## src/rtl/txd_pkg.sv

```systemverilog
package txd_pkg;
  localparam int PTR_W = 32;
  localparam int LEN_W = 14;

  typedef struct packed {
    logic [PTR_W-1:0] addr;
    logic             wrap;
    logic             used;
    logic             last;
    logic [LEN_W-1:0] len;
  } txd_desc_t;

  // Split the two descriptor words into fields.
  function automatic txd_desc_t txd_decode(input logic [31:0] w0, input logic [31:0] w1);
    txd_desc_t d;
    d.addr = {w0[31:2], 2'b00};
    d.wrap = w0[1];
    d.used = w1[31];
    d.last = w1[15];
    d.len  = w1[LEN_W-1:0];
    return d;
  endfunction

  // Pointer of the descriptor that follows the current one.
  function automatic logic [PTR_W-1:0] txd_next_ptr(input logic [PTR_W-1:0] cur,
                                                    input logic [PTR_W-1:0] base,
                                                    input logic wrap);
    return wrap ? base : cur + PTR_W'(8);
  endfunction

  // Little-endian byte lane select.
  function automatic logic [7:0] txd_pick_byte(input logic [31:0] w, input logic [1:0] sel);
    logic [31:0] s;
    s = w >> {sel, 3'b000};
    return s[7:0];
  endfunction

  // Value written back to hand a descriptor back to software.
  function automatic logic [31:0] txd_mark_used(input logic [31:0] w1);
    return w1 | 32'h8000_0000;
  endfunction
endpackage

```

## src/rtl/txd_buf_count.sv

```systemverilog
module txd_buf_count #(
  parameter int MAX_BUFS = 128
) (
  input  logic clk,
  input  logic rst_n,
  input  logic clr,
  input  logic inc,
  output logic at_limit,
  output logic is_zero
);
  localparam int CW = $clog2(MAX_BUFS + 1);
  logic [CW-1:0] cnt;

  always_ff @(posedge clk) begin
    if (!rst_n)   cnt <= '0;
    else if (clr) cnt <= '0;
    else if (inc) cnt <= cnt + CW'(1);
  end

  assign at_limit = (cnt == CW'(MAX_BUFS));
  assign is_zero  = (cnt == '0);

  AST_NO_ACCEPT_AT_LIMIT: assert property (@(posedge clk) disable iff (!rst_n)
    inc |-> !at_limit);
endmodule

```

## src/rtl/txd_byte_hold.sv

```systemverilog
module txd_byte_hold (
  input  logic       clk,
  input  logic       rst_n,
  input  logic       push,
  input  logic [7:0] push_byte,
  input  logic       close,
  input  logic       drop,
  output logic       out_valid,
  output logic [7:0] out_byte,
  output logic       out_sof,
  output logic       out_eof
);
  logic       hv;
  logic [7:0] hb;
  logic       hs;
  logic       started;

  // One byte is held back so that the end marker can land on it once the
  // frame's last descriptor (possibly empty) has been seen.
  always_ff @(posedge clk) begin
    if (!rst_n) begin
      hv <= 1'b0; hb <= '0; hs <= 1'b0; started <= 1'b0;
      out_valid <= 1'b0; out_byte <= '0; out_sof <= 1'b0; out_eof <= 1'b0;
    end else begin
      out_valid <= 1'b0;
      out_eof   <= 1'b0;
      if (drop) begin
        hv <= 1'b0; started <= 1'b0;
      end else if (push) begin
        if (hv) begin
          out_valid <= 1'b1; out_byte <= hb; out_sof <= hs;
        end
        hv <= 1'b1; hb <= push_byte; hs <= !started; started <= 1'b1;
      end else if (close) begin
        if (hv) begin
          out_valid <= 1'b1; out_byte <= hb; out_sof <= hs; out_eof <= 1'b1;
        end
        hv <= 1'b0; started <= 1'b0;
      end
    end
  end

  AST_PUSH_CLOSE_EXCL: assert property (@(posedge clk) disable iff (!rst_n)
    !(push && close));
  AST_EOF_AFTER_CLOSE: assert property (@(posedge clk) disable iff (!rst_n)
    out_eof |-> $past(close));
endmodule

```

## src/rtl/txd_ring_fetch.sv

```systemverilog
module txd_ring_fetch
  import txd_pkg::*;
#(
  parameter int MAX_BUFS = 128
) (
  input  logic        clk,
  input  logic        rst_n,
  input  logic        tx_enable,
  input  logic        tx_start,
  input  logic        tx_trigger,
  input  logic        qptr_we,
  input  logic [31:0] qptr_wdata,
  output logic        mem_req,
  output logic        mem_we,
  output logic [31:0] mem_addr,
  output logic [31:0] mem_wdata,
  input  logic [31:0] mem_rdata,
  input  logic        mem_ack,
  output logic        out_valid,
  output logic [7:0]  out_byte,
  output logic        out_sof,
  output logic        out_eof,
  output logic        halted,
  output logic        err_limit
);
  typedef enum logic [2:0] {S_IDLE, S_W0, S_W1, S_DREQ, S_EMIT, S_NEXT, S_WB} st_t;
  st_t state;

  logic [PTR_W-1:0] base, cur, nxt, first_ptr, baddr;
  logic [31:0]      w0_q, first_w1, word_q;
  logic [LEN_W-1:0] off, rem;
  logic             last_q;
  logic             at_limit, cnt_zero;
  txd_desc_t        desc_now;

  // Named internal events
  logic go, ev_used_halt, ev_overflow, ev_accept, ev_frame_done, ev_push, ev_close;

  assign desc_now      = txd_decode(w0_q, mem_rdata);
  assign go            = tx_enable && (tx_start || tx_trigger);
  assign ev_used_halt  = tx_enable && state == S_W1 && mem_ack && desc_now.used;
  assign ev_overflow   = tx_enable && state == S_W1 && mem_ack && !desc_now.used && at_limit;
  assign ev_accept     = tx_enable && state == S_W1 && mem_ack && !desc_now.used && !at_limit;
  assign ev_frame_done = tx_enable && state == S_WB && mem_ack;
  assign ev_push       = tx_enable && state == S_EMIT;
  assign ev_close      = tx_enable && state == S_NEXT && last_q;

  always_ff @(posedge clk) begin
    if (!rst_n) begin
      state <= S_IDLE; base <= '0; cur <= '0; nxt <= '0; first_ptr <= '0;
      first_w1 <= '0; w0_q <= '0; word_q <= '0; baddr <= '0;
      off <= '0; rem <= '0; last_q <= 1'b0; err_limit <= 1'b0;
    end else begin
      if (qptr_we) base <= qptr_wdata;
      if (!tx_enable) begin
        state <= S_IDLE;
        if (state == S_IDLE && qptr_we) cur <= qptr_wdata;
      end else begin
        unique case (state)
          S_IDLE: begin
            if (qptr_we) cur <= qptr_wdata;
            if (go) begin err_limit <= 1'b0; state <= S_W0; end
          end
          S_W0: if (mem_ack) begin w0_q <= mem_rdata; state <= S_W1; end
          S_W1: if (mem_ack) begin
            if (desc_now.used) state <= S_IDLE;
            else if (at_limit) begin err_limit <= 1'b1; state <= S_IDLE; end
            else begin
              if (cnt_zero) begin first_ptr <= cur; first_w1 <= mem_rdata; end
              baddr  <= desc_now.addr;
              rem    <= desc_now.len;
              off    <= '0;
              last_q <= desc_now.last;
              nxt    <= txd_next_ptr(cur, base, desc_now.wrap);
              state  <= (desc_now.len == '0) ? S_NEXT : S_DREQ;
            end
          end
          S_DREQ: if (mem_ack) begin word_q <= mem_rdata; state <= S_EMIT; end
          S_EMIT: begin
            off <= off + LEN_W'(1);
            rem <= rem - LEN_W'(1);
            if (rem == LEN_W'(1))      state <= S_NEXT;
            else if (off[1:0] == 2'd3) state <= S_DREQ;
          end
          S_NEXT: begin
            cur   <= nxt;
            state <= last_q ? S_WB : S_W0;
          end
          S_WB: if (mem_ack) state <= S_W0;
          default: state <= S_IDLE;
        endcase
      end
    end
  end

  always_comb begin
    mem_req   = 1'b0;
    mem_we    = 1'b0;
    mem_addr  = '0;
    mem_wdata = txd_mark_used(first_w1);
    unique case (state)
      S_W0:   begin mem_req = 1'b1; mem_addr = cur; end
      S_W1:   begin mem_req = 1'b1; mem_addr = cur + PTR_W'(4); end
      S_DREQ: begin mem_req = 1'b1; mem_addr = baddr + {{(PTR_W-LEN_W){1'b0}}, off[LEN_W-1:2], 2'b00}; end
      S_WB:   begin mem_req = 1'b1; mem_we = 1'b1; mem_addr = first_ptr + PTR_W'(4); end
      default: ;
    endcase
  end

  assign halted = (state == S_IDLE);

  txd_buf_count #(.MAX_BUFS(MAX_BUFS)) u_cnt (
    .clk(clk), .rst_n(rst_n),
    .clr(ev_overflow || ev_frame_done), .inc(ev_accept),
    .at_limit(at_limit), .is_zero(cnt_zero)
  );

  txd_byte_hold u_hold (
    .clk(clk), .rst_n(rst_n),
    .push(ev_push), .push_byte(txd_pick_byte(word_q, off[1:0])),
    .close(ev_close), .drop(ev_overflow),
    .out_valid(out_valid), .out_byte(out_byte), .out_sof(out_sof), .out_eof(out_eof)
  );

  AST_USED_HALTS: assert property (@(posedge clk) disable iff (!rst_n)
    ev_used_halt |=> halted);
  AST_ERR_ONLY_HALTED: assert property (@(posedge clk) disable iff (!rst_n)
    err_limit |-> halted);
  AST_DISABLE_QUIET: assert property (@(posedge clk) disable iff (!rst_n)
    !tx_enable |=> !mem_req);
  AST_WB_ENDS_FRAME: assert property (@(posedge clk) disable iff (!rst_n)
    ev_frame_done |=> cnt_zero);
endmodule

```

## config.mk

```make
export PLATFORM = sky130hd
export DESIGN_NAME = txd_ring_fetch
export DESIGN_NICKNAME = d
export VERILOG_FILES = /design/src/rtl/txd_pkg.sv /design/src/rtl/txd_buf_count.sv /design/src/rtl/txd_byte_hold.sv /design/src/rtl/txd_ring_fetch.sv
export SDC_FILE = /design/constraint.sdc
export NUM_CORES = 1
export LEC_CHECK = 0
export BUFFER_PORTS_ARGS = -buffer_cell sky130_fd_sc_hd__buf_2
export CAP_MARGIN = 20
export CORE_UTILIZATION = 43
export DETAILED_ROUTE_END_ITERATION = 8
export PLACE_DENSITY = 0.69
export SLEW_MARGIN = 30
export SYNTH_ARGS = -nofsm -noshare
export SYNTH_HDL_FRONTEND = slang
export SYNTH_SLANG_ARGS = --single-unit
```

## constraint.sdc

```tcl
create_clock -name clk -period 4.2 [get_ports clk]
set_clock_uncertainty 0.1 [all_clocks]
set_input_delay 0.21 -clock clk [delete_from_list [all_inputs] [get_ports clk]]
set_output_delay 0.21 -clock clk [all_outputs]
set_load 0.005 [all_outputs]
```

* Word-level counts from Yosys, hierarchy flattened
Index checks and enable logic that the tools add are counted.
** Storage, ports and cells
- Register bits :: 315
- Input bits :: 71
- Output and inout port bits :: 79
- Word-level logic and storage cells :: 136
** Operators by class
- $add $sub $neg :: 7
- Equality and inequality tests :: 20
- Shift operators :: 1
- Muxes and demuxes :: 44
- Bitwise logic cells :: 4
- Reduce and logical (&&, ||, !) cells :: 39
** Operator list (number)
- $mux 32 :: 4
- $pmux 32 s4 :: 1
- $mux 14 :: 6
- $add 32x3->32 const B :: 2
- $pmux 32 s2 :: 1
- $pmux 14 s2 :: 2
- $mux 3 :: 11
- $add 32x14->32 :: 1
- $add 32x4->32 const B :: 1
- $shr 32x5->8 :: 1
- $mux 8 :: 3
- $pmux 3 s7 :: 1
- $reduce_and 6->1 :: 3
- $add 14x1->14 const B :: 1
- $eq 14x1->1 const B :: 1
- $logic_not 14->1 :: 1
- $mux 1 :: 14
- $ne 2x2->1 const B :: 7
- $sub 14x1->14 const B :: 1
- $logic_and 1x1->1 :: 12
- $reduce_and 5->1 :: 2
- $eq 3x3->1 const B :: 3
- $reduce_and 3->1 :: 3
- $add 8x1->8 const B :: 1
- 18 further kinds :: 32

* Logic depth before layout (Yosys ltp)
- Depth after elaboration :: 7
- Gate-level depth with buffers :: 18
- Gate-level depth less buffers :: 12

* Cells and area by module
From an unflattened synthesis, not the netlist that was laid out.
** Unflattened totals
- Cell total of the unflattened synthesis :: 2073
- Area, all modules :: 15912.8 µm²
** By module, submodules not included
- txd_ring_fetch :: instances 1, cells each 1935, area each 14707.9 µm², seq. area each 5705.5 µm²
- txd_byte_hold :: instances 1, cells each 92, area each 814.5 µm², seq. area each 420.4 µm²
- txd_buf_count :: instances 1, cells each 46, area each 390.4 µm², seq. area each 160.2 µm²

* Least setup slack after synthesis
OpenSTA, ideal clock, no wires.
- Path kind :: register -> output
- Start point :: register state[1]
- End point :: output mem_addr[26]
- Arrival time :: 3.652 ns
- Required time :: 3.890 ns
- Setup slack :: 0.238 ns
- Cell stages (with the launch flop) :: 19
- Path through :: dfxtp_1 -> buf_2 -> nand3b_4 -> inv_2 -> buf_2 -> buf_2 -> buf_1 -> clkbuf_1 -> nand2_1 -> nand2_1 -> ha_1 -> clkbuf_1 -> nand3_1 -> nor4_1 -> o221ai_1 -> a211oi_2 -> o21ai_1 -> a22oi_1 -> o221ai_1
** On the way
- Longest elaborated chain between the ends :: 2
- Elaborated cells on any way between the ends :: 5
** RTL lines
- start: declaration :: RTL line txd_ring_fetch.sv:27 : st_t state;
- start signal: assignment :: RTL line txd_ring_fetch.sv:75 : state <= (desc_now.len == '0) ? S_NEXT : S_DREQ;
- start signal: assignment :: RTL line txd_ring_fetch.sv:87 : state <= last_q ? S_WB : S_W0;
- $eq 3x3->1, or another cell as far along :: RTL line txd_ring_fetch.sv:101 : unique case (state)
- $pmux 32 s4 * :: RTL line txd_ring_fetch.sv:101
- end: declaration :: RTL line txd_ring_fetch.sv:15 : output logic [31:0] mem_addr,
Mark *: on every way between the ends. The rest lies on a longest branch, timed or not.

* Final worst setup path
- Start point :: register state[2]
- End point :: output mem_addr[25]
The elaborated chain is that of the path after synthesis.

==> results.toml <==
[route]
drt_iter0_markers = 1446
drc_errors = 0
vias_per_cell = 5.77
num_vias = 15400
routedWlPerCell_um = 18.9
antenna_left = 0
drt_pass1_iterations = 5
wl_um = 50400

[logic_synthesis]
synth_top_area_share = 0.398
syn_nets = 2147
synth.avg_cell_area_um2 = 7.68
synth_edf_count = 0
synth_flop_cell = "dfxtp_1"
ys_ff_latch = 314
synth_area_leader_cell = "dfxtp_1"
synth_area_leaders = "dfxtp_1 (40%), nand2_1 (11%), a21oi_1 (7.8%)"
synth.most_common_cell = "nand2_1"
synth_cell_types = 71
ys_warn_count = 0
postSynth.asyncResetShare = 0
synth_common_cells = "nand2_1 (471), dfxtp_1 (314), a21oi_1 (246)"
yosysSeqAreaShare = 0.398
synth_area_um2 = 15800
postSynthCellCount = 2056

[timing]
clock.fmax_mhz = 257
slew_headroom = 0.296
setup_viol = 0
period_needed_ns = 3.89
fin_crit_sh = 0.926
finalMaxSlewViolations = 0
hold_viol_final = 0
rsz0062_at_grt = "no"
tightest_slew_ns = 1.05
tns_ns = 0

[global_routing]
grt_max_degree = 142
antenna_found_initial = 1
top_usage_layer = "met2"
first_global_vias = 14500
met2_usage = 0.439
track_usage = 0.261
grt_pass1_wl_um = 79300
grtUsageMet3 = 0.0355
met1_usage = 0.334
grt-ovfl-total = 0

[worst_hold_path]
hold_class = "input port to flop"

[outcome]
status = "finished clean"

[placement]
placedInstanceArea_um2 = 16800
port_buffers = 148
place.gp.congestion = 0.938
dpl.hpwl_um = 33700

[worst_setup_path]
start_kind = "flop"
cp-end-kind = "output port"
crit_type = "flop to output port"
crit_path_max_fanout = 28
crit_chain = "nand3b_4 > buf_4 > nor4_1 > o21ai_0 > nor3_1 > o21ai_0 > a22oi_1 > o221ai_1 > buf_2"
path_buf_inv = 2
crit_arrival_ns = 3.58
reg2reg_slack_ns = 0.86
critPathTopFamily = "simple AND/OR/NAND/NOR gates"
critPathMaxStageDelay_ns = 0.63
crit_required_ns = 3.89
critPathSlowestCell = "nor4_1"
critPathMostFrequentCell = "o21ai_0"

[floorplanning]
die_y_um = 194
die-area_um2 = 37500
start_util = 0.441
coreArea_um2 = 35800
rows = 69
die_x_um = 194
ios = 150

[final_layout]
drive_gt1_frac = 0.129
final_area_um2 = 18600
final_net_count = 2278
synthToLayoutAreaGrowth_pct = 17.7
seq_area_um2 = 6290
fill_cells = 3442
num_antenna_cells = 0
multiInputGateArea_um2 = 8830

[clock_network]
cts_made_buffers = 35
htree_levels = 2
worstSkewPairLatency_ns = 0.53
cts_sinks = 314
cts_buffer_depth = 3
cts_tree = "done"
clk_transition_reported_paths_ns = 0.06
cts_setup_buffers = 0
root_buffer = "clkbuf_16"

[pwr]
power_mw = 6.54
ir_drop_v = 0.000251
power_density_nw_per_um2 = 351
p_leak_nw = 6.93

[run]
drv_cap = 0
through the flow:
stage / setup WS (ns) / std cells / hold slack, ns / util
floorplan: 0.238 / 2056 / 0.246 / -
global placement: 0.836 / 2547 / 0.337 / 0.469
detailed placement: 0.682 / 2547 / 0.342 / 0.469
CTS: 0.116 / 2671 / 0.0310 / 0.518
global route: 0.0626 / 2671 / 0.0794 / 0.519
finish: 0.313 / 2671 / 0.0467 / 0.519
repair_timing:
action,in CTS,in global routing
hold buffers,64,0
setup endpoints to repair,0,4
resized for setup,0,3
hold endpoints to repair,157,0
area by class of cell:
class                   count  share of cell area
clock inverters             9             0.00484
repair buffers            254              0.0919
well taps                 461              0.0310
inverters                  18             0.00404
multi-input cells        1564               0.475
clock buffers              51              0.0552
flip-flops and latches    314               0.338
path summary, 6_finish.rpt:
check             startpoint            to  depth (start not counted)
hold reg to reg     w0_q[31]     baddr[31]                          2
hold / removal     tx_enable      state[2]                          3
setup reg to reg    state[1]  first_w1[21]                          7
setup / recovery    state[2]  mem_addr[25]                          9
sequential cells by signal, indices dropped and copies added (netlist names), 30 cells and up:
name / cells
word_q: 32
nxt: 32
cur: 32
first_w1: 31
baddr: 30
w0_q: 31
first_ptr: 32
base: 32
worst register-to-register path: stages (launching register included):
cell	delay, ns
dfxtp_1	0.37
buf_4	0.24
or3b_1	0.52
or3_1	0.51
or3_2	0.84
buf_4	0.40
nand2_1	0.15
a21oi_1	0.08
cells in the final DEF, fill, tap and decap left out, types with 41 or more instances in the layout:
cell,count
a21oi_1,246
buf_2,148
buf_4,41
dfxtp_1,312
dlygate4sd3_1,64
mux2i_1,86
nand2_1,469
nand3_1,57
nor2_1,194
o21ai_0,69
xnor2_1,51
xor2_1,46
kinds of logic (layout without fill, tap and decap cells):
family          after synthesis  count (layout)  synth area share
compound gates              464             464             0.175
xor+xnor                     97              97            0.0538
fa+ha+maj                    20              20            0.0163
buf+inv                     178             332            0.0466
flops                       314             314             0.398
mux                          94              94            0.0659
other cells                   1               1          0.000237
simple gates                888             888             0.245
power by group:
group / switching [mW] / internal (mW) / total, mW
clock: 1.28 / 1.71 / 2.99
sequential: 0.0488 / 3.03 / 3.07
combinational: 0.287 / 0.189 / 0.476
routing by layer:
layer | vias up | share of wire
met2 | 682 | 0.47
met1 | 7262 | 0.42
met5 | - | 0.00014
li1 | 7350 | -
met3 | 122 | 0.070
met4 | 2 | 0.041
No activity file was read; power rests on OpenSTA's default activity.
